`config.mk`:
```
export PLATFORM = sky130hd
export DESIGN_NAME = prio_rr_arbiter
export DESIGN_NICKNAME = d
export VERILOG_FILES = /design/src/rtl/arb_pkg.sv /design/src/rtl/prio_cfg_regs.sv /design/src/rtl/level_select.sv /design/src/rtl/rr_pointer_bank.sv /design/src/rtl/rr_picker.sv /design/src/rtl/prio_rr_arbiter.sv
export SDC_FILE = /design/constraint.sdc
export NUM_CORES = 1
export LEC_CHECK = 0
export BUFFER_PORTS_ARGS = -buffer_cell sky130_fd_sc_hd__buf_2
export CAP_MARGIN = 20
export CORE_MARGIN = 3
export CORE_UTILIZATION = 30
export DETAILED_ROUTE_END_ITERATION = 10
export PLACE_DENSITY = 0.46
export SETUP_SLACK_MARGIN = 0.02
export SLEW_MARGIN = 25
export SYNTH_ARGS = -nofsm -noshare
export SYNTH_HDL_FRONTEND = slang
export SYNTH_SLANG_ARGS = --single-unit
export TNS_END_PERCENT = 1
```
`constraint.sdc`:
```
create_clock -name clk -period 3.2 [get_ports clk]
set_input_delay 0.48 -clock clk [delete_from_list [all_inputs] [get_ports clk]]
set_output_delay 0.48 -clock clk [all_outputs]
set_load 0.05 [all_outputs]
```
`src/rtl/arb_pkg.sv`:
```
package arb_pkg;
  localparam int PRIO_W     = 2;
  localparam int NUM_LEVELS = 1 << PRIO_W;

  typedef logic [PRIO_W-1:0] prio_t;

  localparam prio_t PRIO_RESET = '1;

  typedef enum logic {
    ARB_PER_BEAT  = 1'b0,
    ARB_PER_BURST = 1'b1
  } arb_mode_e;
endpackage

```
`src/rtl/prio_cfg_regs.sv`:
```
module prio_cfg_regs
  import arb_pkg::*;
#(
  parameter int N     = 4,
  parameter int IDX_W = 2
) (
  input  logic                  clk,
  input  logic                  rst_n,
  input  logic                  wr_en,
  input  logic [IDX_W-1:0]      wr_idx,
  input  prio_t                 wr_val,
  output logic [N*PRIO_W-1:0]   prio_flat
);
  generate
    for (genvar i = 0; i < N; i++) begin : g_reg
      prio_t lvl_q;
      always_ff @(posedge clk) begin
        if (!rst_n) begin
          lvl_q <= PRIO_RESET;
        end else if (wr_en && (int'(wr_idx) == i)) begin
          lvl_q <= wr_val;
        end
      end
      assign prio_flat[i*PRIO_W +: PRIO_W] = lvl_q;
    end
  endgenerate
endmodule

```
`src/rtl/level_select.sv`:
```
module level_select
  import arb_pkg::*;
#(
  parameter int N = 4
) (
  input  logic [N-1:0]            req,
  input  logic [N*PRIO_W-1:0]     prio_flat,
  output logic [NUM_LEVELS*N-1:0] lvl_masks,
  output prio_t                   best_lvl,
  output logic                    any_req
);
  function automatic prio_t most_urgent(input logic [NUM_LEVELS*N-1:0] m);
    prio_t r;
    logic  hit;
    r   = '0;
    hit = 1'b0;
    for (int l = 0; l < NUM_LEVELS; l++) begin
      if (!hit && (|m[l*N +: N])) begin
        hit = 1'b1;
        r   = prio_t'(l);
      end
    end
    return r;
  endfunction

  generate
    for (genvar l = 0; l < NUM_LEVELS; l++) begin : g_lvl
      for (genvar i = 0; i < N; i++) begin : g_m
        assign lvl_masks[l*N + i] = req[i] &&
          (prio_flat[i*PRIO_W +: PRIO_W] == prio_t'(l));
      end
    end
  endgenerate

  assign best_lvl = most_urgent(lvl_masks);
  assign any_req  = |req;
endmodule

```
`src/rtl/rr_pointer_bank.sv`:
```
module rr_pointer_bank
  import arb_pkg::*;
#(
  parameter int N     = 4,
  parameter int IDX_W = 2
) (
  input  logic                        clk,
  input  logic                        rst_n,
  input  logic                        upd_en,
  input  prio_t                       upd_lvl,
  input  logic [IDX_W-1:0]            upd_idx,
  output logic [NUM_LEVELS*IDX_W-1:0] ptr_q_flat,
  output logic [NUM_LEVELS*IDX_W-1:0] ptr_eff_flat
);
  localparam logic [IDX_W-1:0] PTR_RESET = IDX_W'(N - 1);

  generate
    for (genvar l = 0; l < NUM_LEVELS; l++) begin : g_ptr
      logic [IDX_W-1:0] p_q;
      logic             hit;
      assign hit = upd_en && (upd_lvl == prio_t'(l));
      always_ff @(posedge clk) begin
        if (!rst_n) begin
          p_q <= PTR_RESET;
        end else if (hit) begin
          p_q <= upd_idx;
        end
      end
      assign ptr_q_flat[l*IDX_W +: IDX_W]   = p_q;
      assign ptr_eff_flat[l*IDX_W +: IDX_W] = hit ? upd_idx : p_q;
    end
  endgenerate
endmodule

```
`src/rtl/rr_picker.sv`:
```
module rr_picker #(
  parameter int N     = 4,
  parameter int IDX_W = 2
) (
  input  logic [N-1:0]     mask,
  input  logic [IDX_W-1:0] ptr,
  output logic [IDX_W-1:0] pick_idx,
  output logic             pick_vld
);
  function automatic logic [IDX_W:0] first_after(input logic [N-1:0] m,
                                                  input logic [IDX_W-1:0] p);
    logic [IDX_W:0] r;
    r = '0;
    for (int k = 1; k <= N; k++) begin
      int c;
      c = (int'(p) + k) % N;
      if (!r[IDX_W] && m[c]) begin
        r = {1'b1, IDX_W'(c)};
      end
    end
    return r;
  endfunction

  logic [IDX_W:0] res;
  assign res      = first_after(mask, ptr);
  assign pick_vld = res[IDX_W];
  assign pick_idx = res[IDX_W-1:0];
endmodule

```
`src/rtl/prio_rr_arbiter.sv`:
```
module prio_rr_arbiter
  import arb_pkg::*;
#(
  parameter int NUM_MASTERS = 4,
  parameter int IDX_W       = (NUM_MASTERS > 1) ? $clog2(NUM_MASTERS) : 1
) (
  input  logic                   clk,
  input  logic                   rst_n,
  input  logic                   mode_burst,
  input  logic [NUM_MASTERS-1:0] req,
  input  logic [NUM_MASTERS-1:0] last,
  input  logic                   xfer_valid,
  input  logic                   xfer_ready,
  input  logic                   cfg_we,
  input  logic [IDX_W-1:0]       cfg_idx,
  input  logic [PRIO_W-1:0]      cfg_prio,
  output logic [NUM_MASTERS-1:0] grant
);
  localparam int N = NUM_MASTERS;

  function automatic logic [N-1:0] to_onehot(input logic [IDX_W-1:0] i);
    logic [N-1:0] v;
    v = '0;
    v[i] = 1'b1;
    return v;
  endfunction

  arb_mode_e                   mode;
  logic [N-1:0]                grant_q;
  logic [IDX_W-1:0]            gidx_q;
  prio_t                       glvl_q;
  logic                        granted_any;
  logic                        beat_done;
  logic                        burst_end;
  logic                        arb_point;
  logic [N*PRIO_W-1:0]         prio_flat;
  logic [NUM_LEVELS*N-1:0]     lvl_masks;
  prio_t                       best_lvl;
  logic                        any_req;
  logic [NUM_LEVELS*IDX_W-1:0] ptr_q_flat;
  logic [NUM_LEVELS*IDX_W-1:0] ptr_eff_flat;
  logic [IDX_W-1:0]            pick_idx;
  logic                        pick_vld;

  assign mode        = arb_mode_e'(mode_burst);
  assign granted_any = |grant_q;
  assign beat_done   = xfer_valid && xfer_ready && granted_any;
  assign burst_end   = beat_done && ((mode == ARB_PER_BEAT) || last[gidx_q]);
  assign arb_point   = !granted_any || burst_end;

  prio_cfg_regs #(.N(N), .IDX_W(IDX_W)) u_cfg (
    .clk       (clk),
    .rst_n     (rst_n),
    .wr_en     (cfg_we),
    .wr_idx    (cfg_idx),
    .wr_val    (prio_t'(cfg_prio)),
    .prio_flat (prio_flat)
  );

  level_select #(.N(N)) u_lvl (
    .req       (req),
    .prio_flat (prio_flat),
    .lvl_masks (lvl_masks),
    .best_lvl  (best_lvl),
    .any_req   (any_req)
  );

  rr_pointer_bank #(.N(N), .IDX_W(IDX_W)) u_ptr (
    .clk          (clk),
    .rst_n        (rst_n),
    .upd_en       (beat_done),
    .upd_lvl      (glvl_q),
    .upd_idx      (gidx_q),
    .ptr_q_flat   (ptr_q_flat),
    .ptr_eff_flat (ptr_eff_flat)
  );

  rr_picker #(.N(N), .IDX_W(IDX_W)) u_pick (
    .mask     (lvl_masks[best_lvl*N +: N]),
    .ptr      (ptr_eff_flat[best_lvl*IDX_W +: IDX_W]),
    .pick_idx (pick_idx),
    .pick_vld (pick_vld)
  );

  always_ff @(posedge clk) begin
    if (!rst_n) begin
      grant_q <= '0;
      gidx_q  <= '0;
      glvl_q  <= PRIO_RESET;
    end else if (arb_point) begin
      grant_q <= (pick_vld && any_req) ? to_onehot(pick_idx) : '0;
      gidx_q  <= pick_idx;
      glvl_q  <= best_lvl;
    end
  end

  assign grant = grant_q;
endmodule

```
==> impl_metrics.ini <==
[clock_tree]
cts.sinks = 24
cts_root_buf = clkbuf_8
cts_htree_levels = 1
cts_resized = 0
clk_latency_ns = 0.26
cts_buffers = 3
clockBufferDepth = 2
clk_pin_slew_worst_paths_ns = 0.09
cts_hold_buf = 0
postCtsSetupRepairBufs = 0
cts_tree = yes

[synth]
syn_inst = 170
ys.flop_type = dfxtp_1
yosysTopAreaCellShare = 0.323
async_reset_ff_frac = 0
ys_top_cells_by_area = dfxtp_1 (32%), nand2_1 (8.3%), mux2i_1 (8.1%)
netlist_area_um2 = 1490
syn_area_per_cell_um2 = 8.74
synth_seq_area_share = 0.323
synth-edff-count = 0
ys_ff_latch = 24
ys_types = 54
ys_warn_count = 0
synth_top_cell_by_area = dfxtp_1
synth_nets = 188

[cells_and_area]
antenna_cells = 0
drive_gt1_frac = 0.225
nets = 210
synthToLayoutAreaGrowth_pct = 14.1
nFillCells = 497

[placed_design]
hpwl_mm = 3.01
io_buffers = 21
place_congestion = 0.879
place_ws_ns = 0.124

[die]
die_area_um2 = 5840
core-area_um2 = 4560
die_w_um = 76.4
die_y_um = 76.4
io_pins = 22
start_util = 0.326
rows = 24

[sta]
fmax_mhz = 346
finalCritPeriodShare = 0.904
finalClockSkew_ns = 0.00366
timing.setup.tns_ns = 0
rsz0062_at_grt = no
setup_ws_ns = 0.308
max-slew-margin-rel = 0.695
maxSlewViolCount = 0
final_hold_viol_count = 0
setup_viol_count_final = 0
worst_pin_slew_ns = 0.453
final.min_clock_period_ns = 2.89

[global_routing]
grt_overflow = 0
grt_max_degree = 22
grt_pass1_vias = 1353
grt.total_usage = 0.132
grt_antenna_before_repair = 0
grt_pass1_wl_mm = 6.44

[critical_path]
r2r_cells = 9
max_stage_delay_ns = 0.54
r2r-end = grant[0]
rrSetupSlack_ns = 0.31
critPathSlowestCell = or4_4
worstPathArrival_ns = 3.07
required_ns = 3.38
setup.worst_path.end_class = flip-flop
start_kind = flip-flop
reg2reg_from = u_cfg.g_reg[3].lvl_q[0]
critPathMaxFanout = 10
crit_type = reg2reg
path_cells = nor3b_1 -> a31oi_1 -> and2_1 -> nand3_2 -> a211oi_2 -> a31oi_4 -> and3_2 -> or4_4 -> o41ai_2

[hold_path]
hp-class = reg2reg
min_to = u_ptr.g_ptr[1].p_q[0]
holdPathStages = 2
worstHoldStart = u_ptr.g_ptr[1].p_q[0]

[routing]
vias = 1338
drt-total-wl_mm = 3.75
drc_errors = 0
first_iter_violations = 31
wire_per_inst_um = 14.6
dr.pass1.iters = 7
drt-vias-per-instance = 5.23
antenna_left = 0

[job]
maxCapViolCount = 0

[power]
power_density_nw_per_um2 = 671
max-vdd-ir-drop_mv = 0.304
power.leakage_nw = 0.695

[run_status]
status = finished, final reports clean
-- worst max-delay path by stage --
| stage | from | end | cells after the start |
|---|---|---|---|
| detailed placement | req[3] | grant[0] | 10 |
| finish | u_cfg.g_reg[3].lvl_q[0] | grant[0] | 9 |
| CTS | u_cfg.g_reg[3].lvl_q[0] | grant[0] | 9 |
| floorplan | grant[3] | grant[0] | 10 |
| global placement | req[3] | grant[3] | 11 |
| global route | u_cfg.g_reg[3].lvl_q[0] | grant[0] | 9 |
-- power breakdown --
| part | internal [W] | leakage [nW] | switching (W) |
|---|---|---|---|
| Sequential | 0.000354 | 0.196 | 0.0000562 |
| Combinational | 0.000221 | 0.470 | 0.000300 |
| Clock | 0.000110 | 0.0288 | 0.0000974 |
| Total | 0.000684 | 0.695 | 0.000454 |
-- critical path: cells and delay by family (launching register included) --
| kind | cells | cell delay [ns] |
|---|---|---|
| and+or+nand+nor | 5 | 1.52 |
| DFF | 1 | 0.48 |
| AOI/OAI and AO/OA | 4 | 0.80 |
-- layout make-up --
cell class | count | area (um^2) | share of cell area
flip-flops and latches | 24 | 480 | 0.283
repair buffers | 21 | 105 | 0.0619
inverters | 10 | 37.5 | 0.0221
clock buffers | 4 | 55.1 | 0.0324
well taps | 65 | 81.3 | 0.0479
multi-input cells | 132 | 937 | 0.552
-- cell families after synthesis --
logic type / Yosys count / share of synthesized area
AO/OA/AOI/OAI: 46 / 0.263
buffers and inverters: 14 / 0.0463
flip-flops: 24 / 0.323
multiplexers: 14 / 0.106
AND/OR/NAND/NOR: 72 / 0.261
-- layout by cell type, fill, tap and decap left out, types with 5 or more instances in the layout --
cell | synthesis | final
nand3_1 | 6 | 6
nand2_1 | 33 | 33
inv_1 | 10 | 10
dfxtp_1 | 24 | 24
nor2_1 | 5 | 5
buf_2 | 1 | 21
mux2i_1 | 12 | 12
-- synth_stat cells, types with 2 or more instances --
| cell | number |
|---|---|
| o22a_1 | 2 |
| o21a_1 | 2 |
| or3_1 | 2 |
| dfxtp_1 | 24 |
| a21oi_1 | 4 |
| nor2_1 | 5 |
| o211ai_1 | 4 |
| and2_1 | 2 |
| o22ai_1 | 2 |
| nand3b_1 | 4 |
| and3_2 | 2 |
| a211oi_1 | 4 |
| o2111ai_1 | 2 |
| or4_4 | 2 |
| a211oi_2 | 2 |
| mux2i_1 | 12 |
| a221oi_1 | 2 |
| nand3_1 | 6 |
| nand2b_1 | 2 |
| inv_1 | 10 |
| nor3b_1 | 4 |
| buf_6 | 2 |
| o21ai_0 | 4 |
| nand4_1 | 2 |
| o221ai_1 | 2 |
| nand2_1 | 33 |
-- sequential cells by signal, indices dropped and copies added (netlist names) --
signal,count
gidx_q,2
glvl_q,2
grant,4
u_cfg.g.lvl_q,8
u_ptr.g_ptr.p_q,8
-- per-stage QoR --
stage | util | instances | cell area [um^2] | total power (W) | hold WS, ns
3_3_place_gp | 0.360 | 252 | 1640 | 0.000937 | 0.460
3_5_place_dp | 0.360 | 252 | 1640 | 0.000944 | 0.464
5_1_grt | 0.372 | 256 | 1700 | 0.00122 | 0.504
2_1_floorplan | - | 170 | 1490 | 0.000851 | 0.438
6_report | 0.372 | 256 | 1700 | 0.00114 | 0.478
4_1_cts | 0.372 | 256 | 1700 | 0.00115 | 0.485
-- metal layers --
layer,up-vias,share of wire,global-route usage
met5,-,0,0
met4,0,0.0061,0.0380
met3,2,0.037,0.0225
met2,25,0.47,0.222
met1,632,0.49,0.173
li1,679,-,-
No activity file was read; power rests on OpenSTA's default activity.
